--- src/rtl/awu_pkg.sv ---
package awu_pkg;
  localparam int NUM_WP  = 4;
  localparam int DATA_W  = 32;
  localparam int REG_AW  = 7;
  localparam int OFS_W   = 4;
  localparam int SLOT_IW = $clog2(NUM_WP);

  localparam logic [OFS_W-1:0] OFS_FIRST = 4'd0;
  localparam logic [OFS_W-1:0] OFS_LAST  = 4'd1;
  localparam logic [OFS_W-1:0] OFS_OPM   = 4'd2;
  localparam logic [OFS_W-1:0] OFS_CLIM  = 4'd3;
  localparam logic [OFS_W-1:0] OFS_CCLI  = 4'd4;
  localparam logic [OFS_W-1:0] OFS_CADDR = 4'd5;
  localparam logic [OFS_W-1:0] OFS_COP   = 4'd6;
  localparam logic [OFS_W-1:0] OFS_CIDX  = 4'd7;
  localparam logic [OFS_W-1:0] OFS_CSIZE = 4'd8;
  localparam logic [OFS_W-1:0] OFS_ACK   = 4'd9;

  localparam logic [5:0] GLB_MASK = 6'd0;
  localparam logic [5:0] GLB_STAT = 6'd1;
  localparam logic [5:0] GLB_GACK = 6'd2;
  localparam logic [5:0] GLB_PEND = 6'd3;

  // inclusive window test on zero-extended values
  function automatic logic in_window(input logic [DATA_W-1:0] lo,
                                     input logic [DATA_W-1:0] hi,
                                     input logic [DATA_W-1:0] a);
    return (a >= lo) && (a <= hi);
  endfunction

  // operation kind as a one-hot code: 01 read, 10 write
  function automatic logic [1:0] op_code(input logic wr);
    return wr ? 2'b10 : 2'b01;
  endfunction
endpackage

--- src/rtl/awu_slot.sv ---
module awu_slot
  import awu_pkg::*;
#(
  parameter int ADDR_W = 32,
  parameter int N_CLI  = 16,
  parameter int SIZE_W = 4,
  localparam int CLI_IW = $clog2(N_CLI)
) (
  input  logic              clk,
  input  logic              rst_n,
  input  logic              acc_vld,
  input  logic [ADDR_W-1:0] acc_addr,
  input  logic              acc_wr,
  input  logic [CLI_IW-1:0] acc_cli,
  input  logic [SIZE_W-1:0] acc_size,
  input  logic              wr_en,
  input  logic [OFS_W-1:0]  wr_ofs,
  input  logic [DATA_W-1:0] wr_data,
  input  logic              ack,
  input  logic [OFS_W-1:0]  rd_ofs,
  output logic [DATA_W-1:0] rd_data,
  output logic              hit,
  output logic              held,
  output logic [ADDR_W-1:0] cap_addr
);
  logic [ADDR_W-1:0] first_q, last_q, cap_addr_q;
  logic [1:0]        opm_q, cap_op_q;
  logic [N_CLI-1:0]  clim_q, cap_cli_q, cli_onehot;
  logic [CLI_IW-1:0] cap_idx_q;
  logic [SIZE_W-1:0] cap_size_q;
  logic              held_q;
  logic              range_ok, op_ok, cli_ok;

  assign cli_onehot = N_CLI'(1) << acc_cli;
  assign range_ok   = in_window(DATA_W'(first_q), DATA_W'(last_q), DATA_W'(acc_addr));
  assign op_ok      = |(opm_q & op_code(acc_wr));
  assign cli_ok     = |(clim_q & cli_onehot);
  assign hit        = acc_vld & range_ok & op_ok & cli_ok;
  assign held       = held_q;
  assign cap_addr   = cap_addr_q;

  always_ff @(posedge clk) begin
    if (!rst_n) begin
      first_q    <= '0;
      last_q     <= '0;
      opm_q      <= '0;
      clim_q     <= '0;
      cap_cli_q  <= '0;
      cap_addr_q <= '0;
      cap_op_q   <= '0;
      cap_idx_q  <= '0;
      cap_size_q <= '0;
      held_q     <= 1'b0;
    end else begin
      if (wr_en) begin
        case (wr_ofs)
          OFS_FIRST: first_q <= wr_data[ADDR_W-1:0];
          OFS_LAST:  last_q  <= wr_data[ADDR_W-1:0];
          OFS_OPM:   opm_q   <= wr_data[1:0];
          OFS_CLIM:  clim_q  <= wr_data[N_CLI-1:0];
          default: ;
        endcase
      end
      held_q <= hit | (held_q & ~ack);
      if (hit && !held_q) begin
        cap_cli_q  <= cli_onehot;
        cap_addr_q <= acc_addr;
        cap_op_q   <= op_code(acc_wr);
        cap_idx_q  <= acc_cli;
        cap_size_q <= acc_size;
      end
    end
  end

  always_comb begin
    case (rd_ofs)
      OFS_FIRST: rd_data = DATA_W'(first_q);
      OFS_LAST:  rd_data = DATA_W'(last_q);
      OFS_OPM:   rd_data = DATA_W'(opm_q);
      OFS_CLIM:  rd_data = DATA_W'(clim_q);
      OFS_CCLI:  rd_data = DATA_W'(cap_cli_q);
      OFS_CADDR: rd_data = DATA_W'(cap_addr_q);
      OFS_COP:   rd_data = DATA_W'(cap_op_q);
      OFS_CIDX:  rd_data = DATA_W'(cap_idx_q);
      OFS_CSIZE: rd_data = DATA_W'(cap_size_q);
      default:   rd_data = '0;
    endcase
  end
endmodule

--- src/rtl/awu_irq_ctl.sv ---
module awu_irq_ctl
  import awu_pkg::*;
(
  input  logic              clk,
  input  logic              rst_n,
  input  logic [NUM_WP-1:0] hit,
  input  logic              mask_we,
  input  logic              gack_we,
  input  logic [NUM_WP-1:0] wbits,
  output logic [NUM_WP-1:0] mask,
  output logic [NUM_WP-1:0] pend,
  output logic [NUM_WP-1:0] status,
  output logic              irq
);
  logic [NUM_WP-1:0] mask_q, pend_q, clr;

  assign clr    = gack_we ? wbits : '0;
  assign mask   = mask_q;
  assign pend   = pend_q;
  assign status = pend_q & mask_q;
  assign irq    = |status;

  always_ff @(posedge clk) begin
    if (!rst_n) begin
      mask_q <= '0;
      pend_q <= '0;
    end else begin
      if (mask_we) mask_q <= wbits;
      pend_q <= hit | (pend_q & ~clr);
    end
  end
endmodule

--- src/rtl/acc_watch_unit.sv ---
module acc_watch_unit
  import awu_pkg::*;
#(
  parameter int ADDR_W = 32,
  parameter int N_CLI  = 16,
  parameter int SIZE_W = 4,
  localparam int CLI_IW = $clog2(N_CLI)
) (
  input  logic              clk,
  input  logic              rst_n,
  input  logic              acc_vld,
  input  logic [ADDR_W-1:0] acc_addr,
  input  logic              acc_wr,
  input  logic [CLI_IW-1:0] acc_cli,
  input  logic [SIZE_W-1:0] acc_size,
  input  logic              reg_we,
  input  logic [6:0]        reg_addr,
  input  logic [31:0]       reg_wdata,
  output logic [31:0]       reg_rdata,
  output logic              irq
);
  logic                           glb_sel;
  logic [SLOT_IW-1:0]             slot_sel;
  logic [OFS_W-1:0]               ofs;
  logic [NUM_WP-1:0]              wp_hit, wp_held, wp_ack, wp_we;
  logic [NUM_WP-1:0][DATA_W-1:0]  wp_rd;
  logic [NUM_WP-1:0][ADDR_W-1:0]  wp_cap_addr;
  logic [NUM_WP-1:0]              imask_q, pend_q, mstat;
  logic                           mask_we, gack_we;

  assign glb_sel  = reg_addr[REG_AW-1];
  assign slot_sel = reg_addr[OFS_W +: SLOT_IW];
  assign ofs      = reg_addr[OFS_W-1:0];
  assign mask_we  = reg_we && glb_sel && (reg_addr[5:0] == GLB_MASK);
  assign gack_we  = reg_we && glb_sel && (reg_addr[5:0] == GLB_GACK);

  for (genvar i = 0; i < NUM_WP; i++) begin : g_slot
    assign wp_we[i]  = reg_we && !glb_sel && (slot_sel == SLOT_IW'(i));
    assign wp_ack[i] = wp_we[i] && (ofs == OFS_ACK);

    awu_slot #(.ADDR_W(ADDR_W), .N_CLI(N_CLI), .SIZE_W(SIZE_W)) u_slot (
      .clk      (clk),
      .rst_n    (rst_n),
      .acc_vld  (acc_vld),
      .acc_addr (acc_addr),
      .acc_wr   (acc_wr),
      .acc_cli  (acc_cli),
      .acc_size (acc_size),
      .wr_en    (wp_we[i]),
      .wr_ofs   (ofs),
      .wr_data  (reg_wdata),
      .ack      (wp_ack[i]),
      .rd_ofs   (ofs),
      .rd_data  (wp_rd[i]),
      .hit      (wp_hit[i]),
      .held     (wp_held[i]),
      .cap_addr (wp_cap_addr[i])
    );
  end

  awu_irq_ctl u_irq (
    .clk     (clk),
    .rst_n   (rst_n),
    .hit     (wp_hit),
    .mask_we (mask_we),
    .gack_we (gack_we),
    .wbits   (reg_wdata[NUM_WP-1:0]),
    .mask    (imask_q),
    .pend    (pend_q),
    .status  (mstat),
    .irq     (irq)
  );

  always_comb begin
    if (glb_sel) begin
      case (reg_addr[5:0])
        GLB_MASK: reg_rdata = DATA_W'(imask_q);
        GLB_STAT: reg_rdata = DATA_W'(mstat);
        GLB_PEND: reg_rdata = DATA_W'(pend_q);
        default:  reg_rdata = '0;
      endcase
    end else begin
      reg_rdata = wp_rd[slot_sel];
    end
  end
endmodule

--- config.mk ---
export PLATFORM = sky130hd
export DESIGN_NAME = acc_watch_unit
export DESIGN_NICKNAME = d
export VERILOG_FILES = /design/src/rtl/awu_pkg.sv /design/src/rtl/awu_slot.sv /design/src/rtl/awu_irq_ctl.sv /design/src/rtl/acc_watch_unit.sv
export SDC_FILE = /design/constraint.sdc
export NUM_CORES = 2
export LEC_CHECK = 0
export CAP_MARGIN = 20
export CORE_MARGIN = 5
export CORE_UTILIZATION = 48
export CTS_CLUSTER_SIZE = 8
export DETAILED_ROUTE_END_ITERATION = 7
export PLACE_DENSITY = 0.77
export SYNTH_ARGS = -nofsm -noshare
export SYNTH_HDL_FRONTEND = slang
export SYNTH_SLANG_ARGS = --single-unit
--- constraint.sdc ---
create_clock -name clk -period 5.9 [get_ports clk]
set_clock_uncertainty 0.2 [all_clocks]
set_input_delay 1.18 -clock clk [delete_from_list [all_inputs] [get_ports clk]]
set_output_delay 1.18 -clock clk [all_outputs]
set_load 0.01 [all_outputs]
==> impl_results.md <==
* Share of cells above drive strength 1 at 6.39%
* Post-synth top flop: dfxtp_1
* Total GRT Usage at approximately 32%
* EDFF count, synth at 0
* Vias in the first global route at ~29k
* Final antenna-violating net count at 0
* Bufs and invs on worst path at 3
* WL/cell at ~25 um
* DRC violation count after routing at 0
* Critical-path cell list: clkdlybuf4s50_1, nand2b_1, nor2_4, buf_4, a22oi_1, nand4_1, o21ai_0, o21a_1, o22ai_1, clkdlybuf4s50_1
* Count of cell types in the netlist at 74
* Syn avg cell area at 8.17 um^2
* Slew @ Worst Pin at 1200 ps
* Slowest-stage cell, CP: clkdlybuf4s50_1
* Slew Limit Fails at 0
* Power per Cell Area at 242 nW/um^2
* Cell Count, Final, Fillers Out at around 4.8k
* CTS sink count at between 500 and 600
* Fin. Hold Viols at 0
* Pwr Total at 8.77 mW
* DR iter-0 viols at approximately 4.8k
* DIE AREA at 71500 um^2
* Area grow syn2layout at 14.1%
* Slowest stage delay, CP at between 700 and 800 ps
* Area of the core region at 65700 um^2
* Unrepaired setup endpoints after global routing: false
* Top cell by count, worst path: clkdlybuf4s50_1
* Post-DP HPWL at about 81000 um
* Yosys warning count at 0
* Placed cells at about 4.7k
* Initial antenna violation count at 7
* Crit path max-delay family: buffers and inverters
* CTS Buffer Depth at 3
* Worst vdd ir at between 0.2 and 0.25 mV
* I/O pins at 117
* First-pass GRT wire length at approximately 180000 um
* Largest net degree at the start of global routing at 138
* Final Cycle Share at ~97%
* Routed via count at about 31k
* Post-synth ARST share at 0%
* Fin util at between 50 and 60%
* Fin Hold WS at between 200 and 300 ps
* Placed cell areas at approximately 34000 um^2
* Crit start category: input port
* Worst skew pair latency at 630 ps
* # setup viols final at 0
* Vias/cell at 6.37
* Worst hold path type: flop to flop
* Worst slack, placed at around 160 ps
* Hold buffer count at cts at 0
* IO Port Bufs at 116
* Clock transition at the registers of the reported paths at approximately 40 ps
* Flops & latches, synth at roughly 570
* WP data required at roughly 4500 ps
* Critical path capture point type: output port
* Max Cap Viol at 0
* Syn_nets at 4229
* Sequential fraction of the synthesis area at between 30% and 40%
* Worst Setup Slack, final at about 190 ps
* Kind of critical path: input port to output port
* Outcome: complete, no violations
* Initial Util at 48.4%
* Mapped Area at ~32000 um^2
* Critical Path AT at ~4300 ps
* Cells after Synth at 3889
* Relative slew slack at 19.4%
* Worst Path Max Fanout at 28
* Setup_tns at 0 ps
* GP Congestion at approximately 1.0
* Root cell of the clock tree: clkbuf_16
* CTS buffer count at 81
* CTS tree: built
* Die height at 267 um
* GRT overflow at 0
* Fin nets at approximately 4.3k
* Static Leak at 12.1 nW
* Non-Filler Cell Area, Final at ~36000 um^2
* Fin crit period at about 5700 ps
* Total wire length at ~120000 um
* FP Rows at between 90 and 100
* # H-tree levels at 3
* FMAX at about 180 MHz
* Die X-Extent at ~270 um
* DRT Pass-1 Iters at 8
-- flip-flops by register name (all words and copies together) (netlist names) --
signal and flops:
g_slot.u_slot.cap_idx_q 16, g_slot.u_slot.cap_size_q 16, u_irq.mask 4, g_slot.u_slot.cap_op_q 8, g_slot.u_slot.opm_q 8, u_irq.pend 4
g_slot.u_slot.held 4, g_slot.u_slot.cap_addr 128, g_slot.u_slot.last_q 128, g_slot.u_slot.cap_cli_q 64, g_slot.u_slot.first_q 128, g_slot.u_slot.clim_q 64
-- cells in the final DEF (no fill, tap or decap), types with 24 or more instances in the layout --
master | Yosys | layout
nand3_1 | 49 | 49
a31oi_1 | 55 | 55
dfxtp_1 | 572 | 572
ha_1 | 256 | 256
nand2_1 | 1062 | 1055
a22oi_1 | 144 | 144
buf_12 | 0 | 24
mux2i_1 | 258 | 258
a21o_1 | 31 | 31
o21ai_0 | 43 | 43
a21boi_0 | 335 | 335
nand4_1 | 50 | 50
nor2_1 | 80 | 71
clkbuf_16 | 0 | 83
buf_4 | 6 | 88
clkdlybuf4s50_1 | 0 | 113
inv_1 | 260 | 260
a222oi_1 | 69 | 69
a21oi_1 | 103 | 103
-- final timing paths --
check	from	endpoint	slack, ps	cells after the start
hold reg to reg	g_slot[3].u_slot.cap_cli_q[8]	g_slot[3].u_slot.cap_cli_q[8]	260	2
hold / removal	g_slot[3].u_slot.cap_cli_q[8]	g_slot[3].u_slot.cap_cli_q[8]	260	2
setup reg to reg	g_slot[3].u_slot.first_q[12]	g_slot[3].u_slot.cap_addr[7]	1960	13
setup / recovery	reg_addr[0]	reg_rdata[3]	190	10
-- metal layers --
| layer | GRT usage [%] | vias to the layer above | share of wire, % |
|---|---|---|---|
| met5 | 0 | - | 0.011 |
| met4 | 18.9 | 2 | 7.3 |
| met3 | 8.58 | 561 | 12 |
| met2 | 50.6 | 2110 | 44 |
| met1 | 39.7 | 14300 | 37 |
| li1 | - | 13600 | - |
-- cell usage after synthesis, types with 4 or more instances --
| master | instances | share of area, % |
|---|---|---|
| a221o_1 | 4 | 0.13 |
| ha_1 | 256 | 10 |
| nand3_1 | 49 | 0.77 |
| nand3b_1 | 4 | 0.094 |
| clkbuf_1 | 209 | 2.5 |
| clkbuf_2 | 16 | 0.25 |
| a21oi_1 | 103 | 1.6 |
| inv_1 | 260 | 3.1 |
| nand2b_1 | 18 | 0.35 |
| buf_2 | 28 | 0.44 |
| o22ai_1 | 7 | 0.14 |
| mux2_2 | 7 | 0.25 |
| nand4_1 | 50 | 0.98 |
| o211ai_1 | 21 | 0.50 |
| a2111oi_0 | 5 | 0.14 |
| o21ai_0 | 43 | 0.68 |
| mux2i_1 | 258 | 8.1 |
| buf_4 | 6 | 0.14 |
| o21a_1 | 16 | 0.38 |
| a21boi_0 | 335 | 7.9 |
| a22oi_1 | 144 | 3.4 |
| a31oi_1 | 55 | 1.1 |
| nor2_1 | 80 | 0.94 |
| a221oi_1 | 17 | 0.47 |
| nor4_1 | 21 | 0.41 |
| mux4_2 | 7 | 0.50 |
| or3_1 | 5 | 0.098 |
| nand2_1 | 1062 | 13 |
| a222oi_1 | 69 | 2.2 |
| nor3_1 | 15 | 0.24 |
| buf_6 | 8 | 0.28 |
| and4_1 | 11 | 0.30 |
| a211oi_1 | 7 | 0.17 |
| and3_1 | 5 | 0.098 |
| dfxtp_1 | 572 | 36 |
| buf_1 | 9 | 0.11 |
| a21o_1 | 31 | 0.73 |
| nor2b_1 | 23 | 0.45 |
-- tightest hold or removal path: cells and delay by family, from the launching register on --
family           cells  cell delay [ps]
DFF                  1              300
and+or+nand+nor      1               50
muxes                1               50
-- where the power goes --
part | switching (mW) | internal [mW]
Combinational | 0.467 | 0.249
Clock | 1.70 | 2.46
Sequential | 0.00714 | 3.88
Total | 2.18 | 6.59
-- cells by family after synthesis --
kind of cell / Yosys count / synth area share (%)
compound gates: 883 / 20.3
buf+inv: 536 / 6.76
simple gates: 1370 / 18.0
mux: 272 / 8.87
flops: 572 / 36.0
fa+ha+maj: 256 / 10.1
-- area by class of cell --
type,count,area (um^2)
flip-flops and latches,572,11500
fillers,5931,29500
inverters,260,976
repair buffers,228,2300
well taps,864,1080
diodes,4,10.0
multi-input cells,2781,18300
clock buffers,87,2090
clock inverters,3,26.3
-- repair_timing --
item,in CTS,in global routing
setup buffers,0,0
resized for setup,0,2
endpoints found under the setup margin,0,3
Power figures use the tool's default switching activity.
